[src/rtl/shared_slave_arbiter.sv]
module shared_slave_arbiter #(
  parameter int NM = 4,
  parameter int AW = 16,
  parameter int DW = 32,
  parameter int MODE = 1,
  parameter logic [NM-1:0] HI_MASK = '0
) (
  input  logic             clk,
  input  logic             rst,
  input  logic [NM-1:0]    m_cs,
  input  logic [NM-1:0]    m_we,
  input  logic [NM*DW/8-1:0] m_sel,
  input  logic [NM*AW-1:0] m_adr,
  input  logic [NM*DW-1:0] m_wdat,
  output logic [NM-1:0]    m_ack,
  output logic [NM-1:0]    m_err,
  output logic [NM*DW-1:0] m_rdat,
  output logic             s_cs,
  output logic             s_we,
  output logic [DW/8-1:0]  s_sel,
  output logic [AW-1:0]    s_adr,
  output logic [DW-1:0]    s_wdat,
  input  logic             s_ack,
  input  logic             s_err,
  input  logic [DW-1:0]    s_rdat
);
  localparam int BW = DW / 8;
  localparam int IW = (NM > 1) ? $clog2(NM) : 1;

  logic          hold_q;
  logic [IW-1:0] own_q, rr_q, rd_q, gnt;
  logic [IW:0]   win;
  logic [NM-1:0] hi_req;
  logic          done;

  function automatic logic [IW:0] pick(input logic [NM-1:0] req, input logic [IW-1:0] start);
    logic [IW:0] r;
    int j;
    r = '0;
    for (int k = NM - 1; k >= 0; k--) begin
      j = (int'(start) + k) % NM;
      if (req[j]) r = {1'b1, IW'(j)};
    end
    return r;
  endfunction

  assign hi_req = m_cs & HI_MASK;

  always_comb begin
    if (MODE == 0)
      win = pick(m_cs, '0);
    else if (MODE == 2 && |hi_req)
      win = pick(hi_req, rr_q);
    else
      win = pick(m_cs, rr_q);
  end

  assign gnt    = hold_q ? own_q : win[IW-1:0];
  assign s_cs   = hold_q ? m_cs[gnt] : win[IW];
  assign s_we   = m_we[gnt];
  assign s_sel  = m_sel[gnt*BW +: BW];
  assign s_adr  = m_adr[gnt*AW +: AW];
  assign s_wdat = m_wdat[gnt*DW +: DW];
  assign done   = s_cs & s_ack;

  for (genvar i = 0; i < NM; i++) begin : g_ret
    assign m_ack[i] = done && (gnt == IW'(i));
    assign m_err[i] = done && s_err && (gnt == IW'(i));
    assign m_rdat[i*DW +: DW] = (rd_q == IW'(i)) ? s_rdat : '0;
  end

  always_ff @(posedge clk) begin
    if (rst) begin
      hold_q <= 1'b0;
      own_q  <= '0;
      rr_q   <= '0;
      rd_q   <= '0;
    end else begin
      hold_q <= s_cs & ~s_ack;
      own_q  <= gnt;
      if (done) rr_q <= (gnt == IW'(NM - 1)) ? '0 : gnt + 1'b1;
      if (done && !s_we) rd_q <= gnt;
    end
  end
endmodule

[config.mk]
export PLATFORM = sky130hd
export DESIGN_NAME = shared_slave_arbiter
export DESIGN_NICKNAME = d
export VERILOG_FILES = /design/src/rtl/shared_slave_arbiter.sv
export SDC_FILE = /design/constraint.sdc
export NUM_CORES = 1
export LEC_CHECK = 0
export BUFFER_PORTS_ARGS = -buffer_cell sky130_fd_sc_hd__buf_2
export CORE_AREA = 2 2 174 176
export DETAILED_ROUTE_END_ITERATION = 8
export DIE_AREA = 0 0 176 178
export PLACE_DENSITY = 0.39
export SYNTH_ARGS = -nofsm -noshare
export SYNTH_HDL_FRONTEND = slang
export SYNTH_SLANG_ARGS = --single-unit
[constraint.sdc]
create_clock -name clk -period 2 [get_ports clk]
set_input_delay 0.4 -clock clk [delete_from_list [all_inputs] [get_ports clk]]
set_output_delay 0.4 -clock clk [all_outputs]
set_load 0.01 [all_outputs]
==> flow_metrics.tcl, run 1 <==
set metrics [dict create \
    grt_first_pass_wirelength_um 25900 \
    io_pins 442 \
    cp.arrival_ns 2.08 \
    rr_endpoint "rd_q[1]$_SDFFE_PP0P_" \
    area_growth_pct 124 \
    crit_required_ns 1.60 \
    io_buffers 441 \
    antenna_found_initial 1 \
    synth.ff_latch_count 7 \
    hold_ws_ns 0.442 \
    die_area_mm2 0.0313 \
    cts-root-buf "clkbuf_16" \
    r2r-start "rr_q[1]$_SDFFE_PP0P_" \
    hp-class "primary input to flop" \
    syn-num-nets 701 \
    die_w_um 176 \
    totalPowerFinal_w 0.00342 \
    synthDistinctLibCells 36 \
    vias 4903 \
    maxCapViolCount 0 \
    fin_crit_sh_pct 124 \
    cts_buffers 3 \
    grt_max_degree 30 \
    slew_headroom_pct 72.1 \
    fin_skew_ns 0.000871 \
    ir_worst_vdd_uv 237 \
    dieHeight_um 178 \
    crit_end "s_adr[10]" \
    fp-row-count 63 \
    setup_slack_ns -0.485 \
    clock_path_buffers 2 \
    drtIter0Drc 80 \
    status "finished with violations" \
    core_mm2 0.0294 \
    maxClockFrequency_mhz 402 \
    violations "setup timing" \
    clock_latency_ns 0.23 \
    grt_use_total_pct 10.5 \
    cp_slowest_stage_delay_ns 0.37 \
    cp_slowest_cell "dfxtp_4" \
    yosysSeqAreaShare_pct 4.30 \
    cts_tree "done" \
    async_reset_ff_share_pct 0 \
    fillers 3278 \
    synth_ff_type "dfxtp_1" \
    cp_cell_sequence "mux2_4, a21oi_4, nor2_4, buf_12, buf_12, mux2_4, nor2_4, a21oi_4, buf_6" \
    grt_pass1_vias 4661 \
    worst_setup_path_start_kind "flop" \
    syn_area_mm2 0.00326 \
    drt_wl_total_um 18600 \
    fin_nets 1175 \
    path_clk_slew_ns 0.04 \
    cts_max_level 1 \
    final-hold-violation-count 0 \
    holdBufCountCts 0 \
    worstSetupStartpoint "hold_q$_SDFF_PP0_" \
    crit_fanout 13 \
    overflow 0 \
    r2r_setup_slack_ns 0.02 \
    maxSlewViolCount 0 \
    period_needed_ns 2.48 \
    wl_per_cell_um 14.2 \
    worstSetupEndpointType "primary output" \
    finalSetupViolCount 61 \
    layout-drive-gt1-share_pct 76.5 \
    clkSinkCount 7 \
    reg2regPathDepth 8 \
    syn_avg_cell_area_um2 7.32 \
    dp_hpwl_um 15400 \
    dp_slack_ns -0.513 \
    finish.utilization_pct 24.9 \
    initial_core_util_pct 11.1 \
    syn_inst 445 \
    rsz0062_at_grt "true" \
    dr.pass1.iters 4 \
    via_per_inst 3.75 \
    worst_slew_pin_slew_ns 0.414 \
    yosysWarningCount 0 \
    drc_errors 0 \
    p_leak_nw 3.82 \
    place.gp.congestion 0.783 \
    final_antenna_net_count 0 \
    crit_type "flop to primary output" \
    synth_edf_count 0 \
    power_density_mw_per_mm2 468 \
]
==> sequential cells by signal (all words and copies together), names as in the netlist <==
signal,count
hold_q,1
own_q,2
rr_q,2
rd_q,2
==> cell families (layout without fill, tap and decap cells) <==
logic type,count (synthesis),count (layout),share of synthesized area (%)
DFF,7,7,4.30
buffers and inverters,43,516,7.87
adders and majority gates,4,4,1.54
AOI/OAI and AO/OA,63,63,11.1
muxes,110,110,38.2
and+or+nand+nor,218,218,37.0
other,0,1,0
==> cell type report <==
type	instances	area, um2	area share (%)
timing repair buffer	510	3080	42.1
inverter	2	20.0	0.274
tap	390	488	6.67
multi-input combinational	395	3490	47.8
antenna	1	2.50	0.0342
sequential	7	153	2.09
clock buffer	4	78.8	1.08
==> worst max-delay path: cells and delay by family (launching register included) <==
kind                   cells  cell delay, ns
AO/OA/AOI/OAI              2            0.21
buffers and inverters      3            0.45
flip-flops                 1            0.37
AND/OR/NAND/NOR            2            0.18
multiplexers               2            0.63
==> where the power goes <==
part / total (W) / switching, W / internal, W
Combinational: 0.00291 / 0.00137 / 0.00154
Sequential: 0.000174 / 0.0000196 / 0.000155
Clock: 0.000344 / 0.0000786 / 0.000266
Total: 0.00342 / 0.00147 / 0.00196
==> worst min-delay path by stage <==
| stage | startpoint | to | slack (ns) | depth (start not counted) |
|---|---|---|---|---|
| after detailed placement | rr_q[1]$_SDFFE_PP0P_ | rr_q[1]$_SDFFE_PP0P_ | 0.57 | 2 |
| after global routing | rst | own_q[0]$_SDFF_PP0_ | 0.47 | 2 |
| after global placement | rr_q[1]$_SDFFE_PP0P_ | rr_q[1]$_SDFFE_PP0P_ | 0.57 | 2 |
| after CTS | rst | rr_q[1]$_SDFFE_PP0P_ | 0.44 | 2 |
| final | rst | rr_q[1]$_SDFFE_PP0P_ | 0.44 | 2 |
| after floorplan | rst | rr_q[1]$_SDFFE_PP0P_ | 0.46 | 1 |
==> layer usage <==
layer  global-route usage, %  up-vias  wire length (um)
met3                    1.71       16              1310
met1                    11.3     2132              6840
met2                    21.3      265             10100
li1                        -     2490                 -
met4                    2.62        0               369
met5                       0        -                 0
==> through the flow <==
stage	TNS [ns]	instances	cell area (um2)
floorplan	-2.68	445	3660
global placement	-26.18	1290	6640
detailed placement	-27.60	1290	6640
CTS	-27.54	1305	7140
global route	-31.33	1309	7310
finish	-26.83	1309	7310
==> Yosys cell counts, drive strengths merged, types with 3 or more instances <==
master / count / share of area (%)
ha: 4 / 1.5
and2: 98 / 19
nand3: 4 / 0.61
nor2b: 5 / 1.0
buf: 23 / 5.5
mux2i: 55 / 17
and3: 40 / 7.7
o21ai: 3 / 0.58
a21oi: 55 / 8.6
clkbuf: 18 / 2.1
nand2: 4 / 0.46
nor2: 62 / 7.4
mux2: 54 / 21
dfxtp: 7 / 4.3
==> placed cells by master, fill, tap and decap left out, drive strengths merged <==
cell | netlist | routed
inv | 1 | 1
mux4 | 1 | 1
a2111o | 1 | 1
a31oi | 1 | 1
nor2 | 62 | 62
o21ai | 3 | 3
and2 | 98 | 98
nand3 | 4 | 4
a21o | 1 | 1
buf | 23 | 509
mux2i | 55 | 55
ha | 4 | 4
o41a | 1 | 1
a2111oi | 1 | 1
a21oi | 55 | 55
nand2 | 4 | 4
diode | 0 | 1
mux2 | 54 | 54
nor2b | 5 | 5
nor3b | 1 | 1
nor4 | 2 | 2
dfxtp | 7 | 7
nand2b | 1 | 1
clkbuf | 18 | 5
clkinv | 1 | 1
and2b | 1 | 1
and3 | 40 | 40
==> repair_timing <==
action | 4_1_cts | 5_1_grt
setup endpoints to repair | 63 | 63
buffers inserted | 8 | 2
pin swaps | 5 | 3
gates cloned | 3 | 1
resized for setup | 72 | 30
Note: power is estimated with default switching activity, not from simulation.
==> run 2, diff against run 1 <==
BUFFER_PORTS_ARGS = -buffer_cell sky130_fd_sc_hd__clkbuf_2   (was -buffer_cell sky130_fd_sc_hd__buf_2)
==> run 2 against run 1 <==
The flow still finishes with violations (setup timing). Cell count shrank 0.23%. Routed wire length shrank 1.3%. Final area grew 0.33%. Sequential power is essentially flat. Fmax grew 0.21%. Utilization grew 0.081 points. Clock power is essentially flat. Die area is the same.
==> flow_metrics.tcl, run 2 (synthesis gave the netlist of run 1 again) <==
set metrics [dict create \
    final_antenna_net_count 0 \
    worstSetupStartpoint "m_cs[2]" \
    cp_slowest_stage_delay_ns 0.43 \
    cp_slowest_cell "a2111oi_4" \
    layout-drive-gt1-share_pct 76.6 \
    cp_cell_sequence "buf_2, nor2b_4, a2111oi_4, nor2_4, buf_12, buf_4, mux2_4, nor2_4, a21oi_4, clkbuf_2" \
    dp_slack_ns -0.487 \
    hp-class "primary input to flop" \
    critPathTopFamily "buffers and inverters" \
    drtIter0Drc 120 \
    io_buffers 441 \
    wl_per_cell_um 14.1 \
    vias 4905 \
    maxClockFrequency_mhz 403 \
    dp_hpwl_um 15200 \
    antenna_found_initial 2 \
    final_common_cell "clkbuf_2" \
    crit_fanout 12 \
    dp.cells 1285 \
    die_w_um 176 \
    cts-root-buf "clkbuf_16" \
    crit_top_cell "nor2_4" \
    cts_max_level 1 \
    cts_buffers 3 \
    min_from "s_ack" \
    drc_errors 0 \
    grt_pass1_vias 4602 \
    drt_wl_total_um 18400 \
    status "finished with violations" \
    grt_first_pass_wirelength_um 24700 \
    p_leak_nw 3.81 \
    crit_type "primary input to primary output" \
    place.gp.congestion 0.760 \
    violations "setup timing" \
    io_pins 442 \
    power_density_mw_per_mm2 474 \
    cts_tree "done" \
    area.sequential_um2 149 \
    clock_path_buffers 2 \
    cp_num_buf_inv 4 \
    clkSinkCount 7 \
    reg_top3 "own_q (2), rd_q (2), rr_q (2)" \
    fin_cells 1306 \
    final-hold-violation-count 0 \
    grt_use_total_pct 9.97 \
    fin_skew_ns 0.00104 \
    rsz0062_at_grt "true" \
    dr.pass1.iters 4 \
    r2r_setup_slack_ns -0.09 \
    die_area_mm2 0.0313 \
    r2r-start "rr_q[1]$_SDFFE_PP0P_" \
    via_per_inst 3.76 \
    core_mm2 0.0294 \
    clock_latency_ns 0.23 \
    multiInputGateArea_mm2 0.00351 \
    fin_nets 1172 \
    period_needed_ns 2.48 \
    ir_worst_vdd_uv 296 \
    final_cell_mix "422 x clkbuf_2, 97 x and2_1, 49 x mux2i_1" \
    slew_headroom_pct 76.5 \
    path_clk_slew_ns 0.04 \
    fp-row-count 63 \
    area_growth_pct 125 \
    fillers 3263 \
    setup_slack_ns -0.480 \
    dieHeight_um 178 \
    worst_slew_pin_slew_ns 0.353 \
    worstSetupEndpointType "primary output" \
    fin_crit_sh_pct 124 \
    maxCapViolCount 0 \
    worst_setup_path_start_kind "primary input" \
    initial_core_util_pct 11.1 \
    overflow 0 \
    finalSetupViolCount 62 \
    maxSlewViolCount 0 \
    grt_max_degree 49 \
    holdBufCountCts 0 \
    cp.arrival_ns 2.08 \
    crit_required_ns 1.60 \
]
-- run 2: cell types whose count changed in the layout (fill, tap and decap cells not counted), sizes merged --
cell | before | now
buf | 509 | 79
inv | 1 | 2
clkbuf | 5 | 432
clkinv | 1 | 0
-- run 2: area by class of cell --
type	count	share of cell area, %
multi-input combinational	395	47.8
timing repair buffer	507	42.2
tap	390	6.65
sequential	7	2.03
clock buffer	4	1.07
inverter	2	0.171
antenna	1	0.0341
-- run 2: worst reg2reg max path: cells and delay by family, from the launching register on --
family,cells,cell delay [ns]
AO/OA/AOI/OAI,2,0.58
buffers and inverters,3,0.41
flip-flops,1,0.37
multiplexers,2,0.46
AND/OR/NAND/NOR,2,0.17
-- run 2: final timing paths --
check                         endpoint  cells after the start
setup / recovery             s_adr[10]                     10
hold / removal       hold_q$_SDFF_PP0_                      2
setup reg to reg  rd_q[1]$_SDFFE_PP0P_                      9
hold reg to reg   rr_q[1]$_SDFFE_PP0P_                      2
-- run 2: repair_timing --
item	4_1_cts	5_1_grt
setup buffers	2	6
resized for setup	53	77
pin swaps	1	11
gates cloned	0	8
endpoints found under the setup margin	64	64
endpoints found under the hold margin	0	0
-- run 2: routing by layer --
metal	global-route usage (%)	vias up	part of all wire (%)
met1	10.9	2148	37
met2	19.5	259	55
met5	0	-	0.076
met4	2.48	2	1.4
met3	2.00	13	7.1
li1	-	2483	-
-- run 2: metrics by stage --
| step | power (W) | area (um2) | hold WS [ns] | TNS (ns) | utilization (%) |
|---|---|---|---|---|---|
| 2_1_floorplan | 0.00168 | 3660 | 0.465 | -2.68 | - |
| 3_3_place_gp | 0.00273 | 6600 | 0.573 | -25.28 | 22.5 |
| 3_5_place_dp | 0.00272 | 6600 | 0.562 | -25.95 | 22.5 |
| 4_1_cts | 0.00319 | 6860 | 0.452 | -26.71 | 23.3 |
| 5_1_grt | 0.00373 | 7340 | 0.489 | -31.10 | 25.0 |
| 6_report | 0.00348 | 7340 | 0.459 | -26.97 | 25.0 |
-- run 2: power by group --
part	total, W	switching [W]	internal (W)
Clock	0.000345	0.0000796	0.000266
Sequential	0.000171	0.0000168	0.000154
Combinational	0.00296	0.00140	0.00156
Total	0.00348	0.00150	0.00198
